## src/rtl/flash_cfg_pkg.sv

```systemverilog
package flash_cfg_pkg;

  // Command sequence progress
  typedef enum logic [1:0] {
    SEQ_IDLE     = 2'd0,
    SEQ_GOT_AA   = 2'd1,
    SEQ_GOT_55   = 2'd2
  } seqState_t;

  // Strobes from control to datapath
  typedef struct packed {
    logic loadCfg;
    logic seqActive;
  } ctrlStrobes_t;

  // Decoded bus events from datapath to control
  typedef struct packed {
    logic writeEvt;
    logic hitUnlockA;
    logic hitUnlockB;
    logic hitCommit;
  } busFlags_t;

endpackage

```

## src/rtl/flash_cfg_datapath.sv

```systemverilog
module flash_cfg_datapath
  import flash_cfg_pkg::*;
#(
  parameter int ADDR_W        = 20,
  parameter int DATA_W        = 16,
  parameter int MATCH_W       = 12,
  parameter int CMD_W         = 8,
  parameter int WAIT_W        = 3,
  parameter int BURST_W       = 2,
  parameter int WAIT_LSB      = 12,
  parameter int BURST_LSB     = 15,
  parameter int MAX_WAIT_CODE = 5,
  parameter int DEFAULT_WAIT  = 5,
  parameter int MIN_ACCESS    = 2,
  parameter logic [MATCH_W-1:0] ADDR_FIRST  = 12'h555,
  parameter logic [MATCH_W-1:0] ADDR_SECOND = 12'h2AA,
  parameter logic [MATCH_W-1:0] ADDR_THIRD  = 12'h555,
  parameter logic [CMD_W-1:0]   DATA_FIRST  = 8'hAA,
  parameter logic [CMD_W-1:0]   DATA_SECOND = 8'h55,
  parameter logic [CMD_W-1:0]   DATA_THIRD  = 8'hC0
) (
  input  logic                 clk,
  input  logic                 rstN,
  input  logic                 addrValidN,
  input  logic                 writeEnN,
  input  logic [ADDR_W-1:0]    addrIn,
  input  logic [DATA_W-1:0]    dataIn,
  input  ctrlStrobes_t         strobes,
  output busFlags_t            flags,
  output logic [WAIT_W-1:0]    waitCode,
  output logic [WAIT_W:0]      accessClocks,
  output logic [BURST_W-1:0]   burstMode,
  output logic                 cfgDone
);

  localparam int ACC_W = WAIT_W + 1;

  logic                avdPrev;
  logic                wePrev;
  logic                avdRise;
  logic                weRise;
  logic [ADDR_W-1:0]   addrLatch;
  logic [MATCH_W-1:0]  addrLow;
  logic [CMD_W-1:0]    cmdByte;
  logic [WAIT_W-1:0]   codeField;
  logic [BURST_W-1:0]  burstField;
  logic                codeLegal;

  // Strobe edge detection on the block clock
  always_ff @(posedge clk or negedge rstN) begin
    if (!rstN) begin
      avdPrev <= 1'b1;
      wePrev  <= 1'b1;
    end else begin
      avdPrev <= addrValidN;
      wePrev  <= writeEnN;
    end
  end

  assign avdRise = addrValidN & ~avdPrev;
  assign weRise  = writeEnN & ~wePrev;

  // Address holding register
  always_ff @(posedge clk or negedge rstN) begin
    if (!rstN) begin
      addrLatch <= '0;
    end else if (avdRise) begin
      addrLatch <= addrIn;
    end
  end

  assign addrLow    = addrLatch[MATCH_W-1:0];
  assign cmdByte    = dataIn[CMD_W-1:0];
  assign codeField  = addrLatch[WAIT_LSB +: WAIT_W];
  assign burstField = addrLatch[BURST_LSB +: BURST_W];
  assign codeLegal  = (int'(codeField) <= MAX_WAIT_CODE);

  // Compare results handed to control
  always_comb begin
    flags.writeEvt   = weRise;
    flags.hitUnlockA = (addrLow == ADDR_FIRST)  && (cmdByte == DATA_FIRST);
    flags.hitUnlockB = (addrLow == ADDR_SECOND) && (cmdByte == DATA_SECOND);
    flags.hitCommit  = (addrLow == ADDR_THIRD)  && (cmdByte == DATA_THIRD) && codeLegal;
  end

  // Configuration register and update pulse
  always_ff @(posedge clk or negedge rstN) begin
    if (!rstN) begin
      waitCode  <= WAIT_W'(DEFAULT_WAIT);
      burstMode <= '0;
      cfgDone   <= 1'b0;
    end else begin
      cfgDone <= strobes.loadCfg;
      if (strobes.loadCfg) begin
        waitCode  <= codeField;
        burstMode <= burstField;
      end
    end
  end

  assign accessClocks = ACC_W'(waitCode) + ACC_W'(MIN_ACCESS);

endmodule

```

## src/rtl/flash_cfg_ctrl.sv

```systemverilog
module flash_cfg_ctrl
  import flash_cfg_pkg::*;
(
  input  logic         clk,
  input  logic         rstN,
  input  busFlags_t    flags,
  output ctrlStrobes_t strobes
);

  seqState_t stateQ;
  seqState_t stateD;

  always_comb begin
    stateD = stateQ;
    if (flags.writeEvt) begin
      unique case (stateQ)
        SEQ_IDLE:   stateD = flags.hitUnlockA ? SEQ_GOT_AA : SEQ_IDLE;
        SEQ_GOT_AA: stateD = flags.hitUnlockB ? SEQ_GOT_55 : SEQ_IDLE;
        SEQ_GOT_55: stateD = SEQ_IDLE;
        default:    stateD = SEQ_IDLE;
      endcase
    end
  end

  always_ff @(posedge clk or negedge rstN) begin
    if (!rstN) begin
      stateQ <= SEQ_IDLE;
    end else begin
      stateQ <= stateD;
    end
  end

  always_comb begin
    strobes.loadCfg   = flags.writeEvt && (stateQ == SEQ_GOT_55) && flags.hitCommit;
    strobes.seqActive = (stateQ != SEQ_IDLE);
  end

endmodule

```

## src/rtl/flash_cfg_decoder.sv

```systemverilog
module flash_cfg_decoder
  import flash_cfg_pkg::*;
#(
  parameter int ADDR_W        = 20,
  parameter int DATA_W        = 16,
  parameter int WAIT_W        = 3,
  parameter int BURST_W       = 2,
  parameter int MAX_WAIT_CODE = 5,
  parameter int DEFAULT_WAIT  = 5,
  parameter int MIN_ACCESS    = 2
) (
  input  logic               clk,
  input  logic               rstN,
  input  logic               addrValidN,
  input  logic               writeEnN,
  input  logic [ADDR_W-1:0]  addrIn,
  input  logic [DATA_W-1:0]  dataIn,
  output logic [WAIT_W-1:0]  waitCode,
  output logic [WAIT_W:0]    accessClocks,
  output logic [BURST_W-1:0] burstMode,
  output logic               readArray,
  output logic               cfgDone
);

  busFlags_t    flags;
  ctrlStrobes_t strobes;

  flash_cfg_datapath #(
    .ADDR_W        (ADDR_W),
    .DATA_W        (DATA_W),
    .WAIT_W        (WAIT_W),
    .BURST_W       (BURST_W),
    .MAX_WAIT_CODE (MAX_WAIT_CODE),
    .DEFAULT_WAIT  (DEFAULT_WAIT),
    .MIN_ACCESS    (MIN_ACCESS)
  ) i_datapath (
    .clk          (clk),
    .rstN         (rstN),
    .addrValidN   (addrValidN),
    .writeEnN     (writeEnN),
    .addrIn       (addrIn),
    .dataIn       (dataIn),
    .strobes      (strobes),
    .flags        (flags),
    .waitCode     (waitCode),
    .accessClocks (accessClocks),
    .burstMode    (burstMode),
    .cfgDone      (cfgDone)
  );

  flash_cfg_ctrl i_ctrl (
    .clk     (clk),
    .rstN    (rstN),
    .flags   (flags),
    .strobes (strobes)
  );

  assign readArray = ~strobes.seqActive;

endmodule

```

## config.mk

```make
export PLATFORM = sky130hd
export DESIGN_NAME = flash_cfg_decoder
export DESIGN_NICKNAME = d
export VERILOG_FILES = /design/src/rtl/flash_cfg_pkg.sv /design/src/rtl/flash_cfg_datapath.sv /design/src/rtl/flash_cfg_ctrl.sv /design/src/rtl/flash_cfg_decoder.sv
export SDC_FILE = /design/constraint.sdc
export NUM_CORES = 1
export LEC_CHECK = 0
export ABC_CLOCK_PERIOD_IN_PS = 2500
export BUFFER_PORTS_ARGS = -buffer_cell sky130_fd_sc_hd__buf_4
export CAP_MARGIN = 20
export CORE_ASPECT_RATIO = 0.75
export CORE_MARGIN = 3
export CORE_UTILIZATION = 45
export CTS_BUF_LIST = sky130_fd_sc_hd__clkbuf_8
export DETAILED_ROUTE_END_ITERATION = 12
export HOLD_SLACK_MARGIN = 0.08
export PLACE_DENSITY = 0.85
export SLEW_MARGIN = 20
export SYNTH_ARGS = -nofsm -noshare
export SYNTH_HDL_FRONTEND = slang
export SYNTH_HIERARCHICAL = 1
export SYNTH_SLANG_ARGS = --single-unit
```

## constraint.sdc

```tcl
create_clock -name clk -period 2.5 [get_ports clk]
set_clock_uncertainty 0.15 [all_clocks]
set_input_delay 0.25 -clock clk [delete_from_list [all_inputs] [get_ports clk]]
set_output_delay 0.25 -clock clk [all_outputs]
set_load 0.005 [all_outputs]
```

==> results.rst <==
.. list-table::
   :header-rows: 1

   * - Metric
     - Value
   * - Data arrival time at the worst-slack endpoint
     - roughly 2000 ps
   * - Routed WL per cell
     - 14.43 um
   * - PnR worst setup slack
     - a little over 500 ps
   * - # H-tree levels
     - 1
   * - Total wire length
     - 2540 um
   * - Initial antenna violation count
     - 0
   * - Fin nets
     - about 180
   * - Clock-pin slew reported for the worst setup and hold paths after clock tree synthesis
     - about 90 ps
   * - Routability congestion estimate
     - ~0.78
   * - P_leak
     - ~0.77 nW
   * - Cells after Synth
     - 83
   * - Count of buffers inserted at the top-level ports
     - 39
   * - First-pass GRT wire length
     - 4443 um
   * - Number of buffers added by the clock tree synthesis step
     - 3
   * - Clk Latency, worst-skew pair
     - about 270 ps
   * - Sequential fraction of the synthesis area
     - a little under three fifths
   * - Total gr overflow
     - 0
   * - Number of detailed-route iterations in the first pass
     - 4
   * - Final Max Tran Viols
     - 0
   * - Number of global-route vias before repair
     - about 1000
   * - Warnings, synthesis
     - 6
   * - Final hold vios
     - 0
   * - Half-perimeter wire length of the detailed placement result
     - approximately 1900 um
   * - Initial standard-cell utilization of the core
     - around half
   * - Number of maximum-capacitance violations
     - 0
   * - Die Footprint
     - about 0.0033 sq mm
   * - Avg Inst Size Synth
     - ~15 sq um
   * - Fraction of layout instances using a drive strength above 1
     - between 50% and 60%
   * - Total GRT Usage
     - between 15 and 20%
   * - Critical path origin
     - i_datapath/addrLatch[9]$_DFFE_PN0P_
   * - Post-synth EDFFs
     - 0
   * - Most frequently used cell type in the post-synthesis netlist
     - dfrtp_1
   * - CTS root buf
     - clkbuf_8
   * - Worst-Margin Slew
     - 492.8 ps
   * - Antenna fix cells
     - 0
   * - Via total after detailed routing
     - approximately 880
   * - Syn_nets
     - between 100 and 150
   * - Placed cell area
     - 0.001501 sq mm
   * - Core region area
     - between 0.002 and 0.0025 sq mm
   * - DR iter-0 viols
     - 48
   * - Hold WC Path Type
     - in -> reg
   * - Critical path data required time
     - 2510 ps
   * - Final setup TNS
     - 0 ps
   * - Clock tree from TritonCTS
     - yes
   * - VDD IR max
     - roughly 0.00035 V
   * - Post-route cell area
     - 0.001750 sq mm
   * - Maximum frequency from static timing analysis
     - 504.1 MHz
   * - Post-CTS Setup Inserts
     - 0
   * - Number of standard-cell rows in the floorplan
     - 15
   * - Number of routed nets with antenna violations
     - 0
   * - Post-Place Cells
     - 152
   * - Post-synthesis cell type with the largest combined area
     - dfrtp_1
   * - Syn Std Cell Area
     - ~0.0012 sq mm
   * - Number of distinct library cells after synthesis
     - 27
   * - Most area-consuming cells after synthesis
     - dfrtp_1 48%, mux2_2 20%, dfstp_2 8.7%, nand4b_1 2.2%, nor4b_4 2.0%
   * - Maximum clock path buffer count
     - 2
   * - Final period util
     - roughly four fifths
   * - Synthesis-stage register bit count
     - 27
   * - Max_slew headroom
     - 67.07%
   * - Maximum fanout encountered on the critical timing path
     - 7
   * - Pin count of the biggest net entering global routing
     - 28
   * - Worst min-delay path startpoint
     - dataIn[6]
   * - Post-synth ARST share
     - 100.0%
   * - Setup repair after global routing missed its margin
     - false
   * - Min cycle time layout
     - 1984 ps
   * - Reg-to-reg critical path startpoint
     - i_datapath/addrLatch[9]$_DFFE_PN0P_
   * - DRC violation count after routing
     - 0
   * - Post-place setup slack
     - ~570 ps
   * - Die width
     - about 66 um
   * - Main flop type after synthesis
     - dfrtp_1
   * - Vertical die dimension
     - 50.86 um
   * - Number of clock sinks seen by CTS
     - 27
   * - Result of the run
     - finished, final reports clean
   * - Via density per instance
     - 4.994
   * - Final std cells w/o fill
     - between 150 and 200
   * - Area grow syn2layout
     - 44.97%
   * - Setup violators final
     - 0
   * - I/O pin total
     - just over 50
   * - Post-route core utilization
     - approximately 72%
   * - Ranking of synthesized cells by instance count
     - 23 x dfrtp_1, 21 x mux2_2, 5 x nand2_1, 4 x dfstp_2
   * - Kind of critical path
     - reg -> reg
   * - Kind of capture point of the worst setup path
     - flop
   * - Pwr per Cell Area
     - between 500 and 600 mW/mm^2
   * - Share of Yosys cell area claimed by the top area cell type
     - ~48%
   * - Startpoint Class
     - flop
[power breakdown]
group	switching, mW	leakage [nW]	internal, mW
Combinational	0.0420	0.433	0.0946
Clock	0.133	0.0217	0.113
Sequential	0.0308	0.320	0.480
[worst max-delay path: stages, from the launching register on]
cell	delay, ps
dfrtp_1	420
nor4bb_1	290
nand4_1	170
nor2_1	140
and4_2	340
mux2_2	350
[sequential cells by signal, indices dropped and copies added (netlist names)]
| register | flops |
|---|---|
| i_datapath/addrLatch | 17 |
| i_ctrl/stateQ | 2 |
| i_datapath/cfgDone | 1 |
| i_datapath/waitCode | 3 |
| i_datapath/wePrev | 1 |
| i_datapath/burstMode | 2 |
| i_datapath/avdPrev | 1 |
[metal layers]
layer	global-route usage (%)	wire length, um	up-vias	part of all wire (%)
li1	-	-	415	-
met1	20.17	1078	443	42
met2	32.28	1371	19	54
met3	4.176	78	2	3.1
met4	3.793	13	0	0.51
met5	0	0	-	0
[metrics by stage]
| stage | power [mW] | hold WS, ps |
|---|---|---|
| 3_5_place_dp | 0.6313 | 29.02 |
| 3_3_place_gp | 0.6232 | 25.22 |
| 4_1_cts | 0.8989 | 204.0 |
| 2_1_floorplan | 0.5735 | -195.6 |
| 5_1_grt | 0.9454 | 227.0 |
| 6_report | 0.8940 | 207.3 |
[final cells by class]
class,count,area (sq um)
Clock buffer,3,41.29
Clock inverter,1,7.507
Fill cell,173,670.6
Inverter,3,11.26
Multi-Input combinational cell,49,474.2
Sequential cell,27,680.7
Tap cell,34,42.54
Timing Repair Buffer,59,493.0
[cells in the final DEF (no fill, tap or decap), types with 2 or more instances in the layout]
cell type / synthesis / final
mux2_2: 21 / 21
dfrtp_1: 23 / 23
nand2_1: 5 / 5
clkbuf_8: 0 / 3
dlygate4sd3_1: 0 / 20
nand4b_1: 3 / 3
inv_1: 3 / 3
nor2_1: 2 / 2
dfstp_2: 4 / 4
buf_4: 2 / 39
nor4bb_1: 2 / 2
[kinds of logic after synthesis]
logic type / synth area share (%)
DFF: 56.37
and+or+nand+nor: 16.37
muxes: 20.41
buffers and inverters: 4.351
AOI/OAI and AO/OA: 1.450
adders and majority gates: 1.036
[worst paths after layout]
kind                                                        endpoint  slack (ps)  cells after the start
worst min-delay path                    i_ctrl/stateQ[0]$_DFFE_PN0P_         210                      5
max in group asynchronous         i_datapath/waitCode[0]$_DFFE_PN1P_        1640                      2
min in group asynchronous         i_datapath/waitCode[1]$_DFFE_PN0P_         260                      2
worst max-delay path             i_datapath/burstMode[0]$_DFFE_PN0P_         520                      5
worst min register to register  i_datapath/addrLatch[12]$_DFFE_PN0P_         370                      1
worst max register to register   i_datapath/burstMode[0]$_DFFE_PN0P_         520                      5
[timing repair]
| action | in CTS | in global routing |
|---|---|---|
| gates resized for setup | 0 | 0 |
| hold buffers | 20 | 0 |
| hold endpoints to repair | 46 | 0 |
| setup endpoints to repair | 0 | 0 |
No activity file was read; power rests on OpenSTA's default activity.
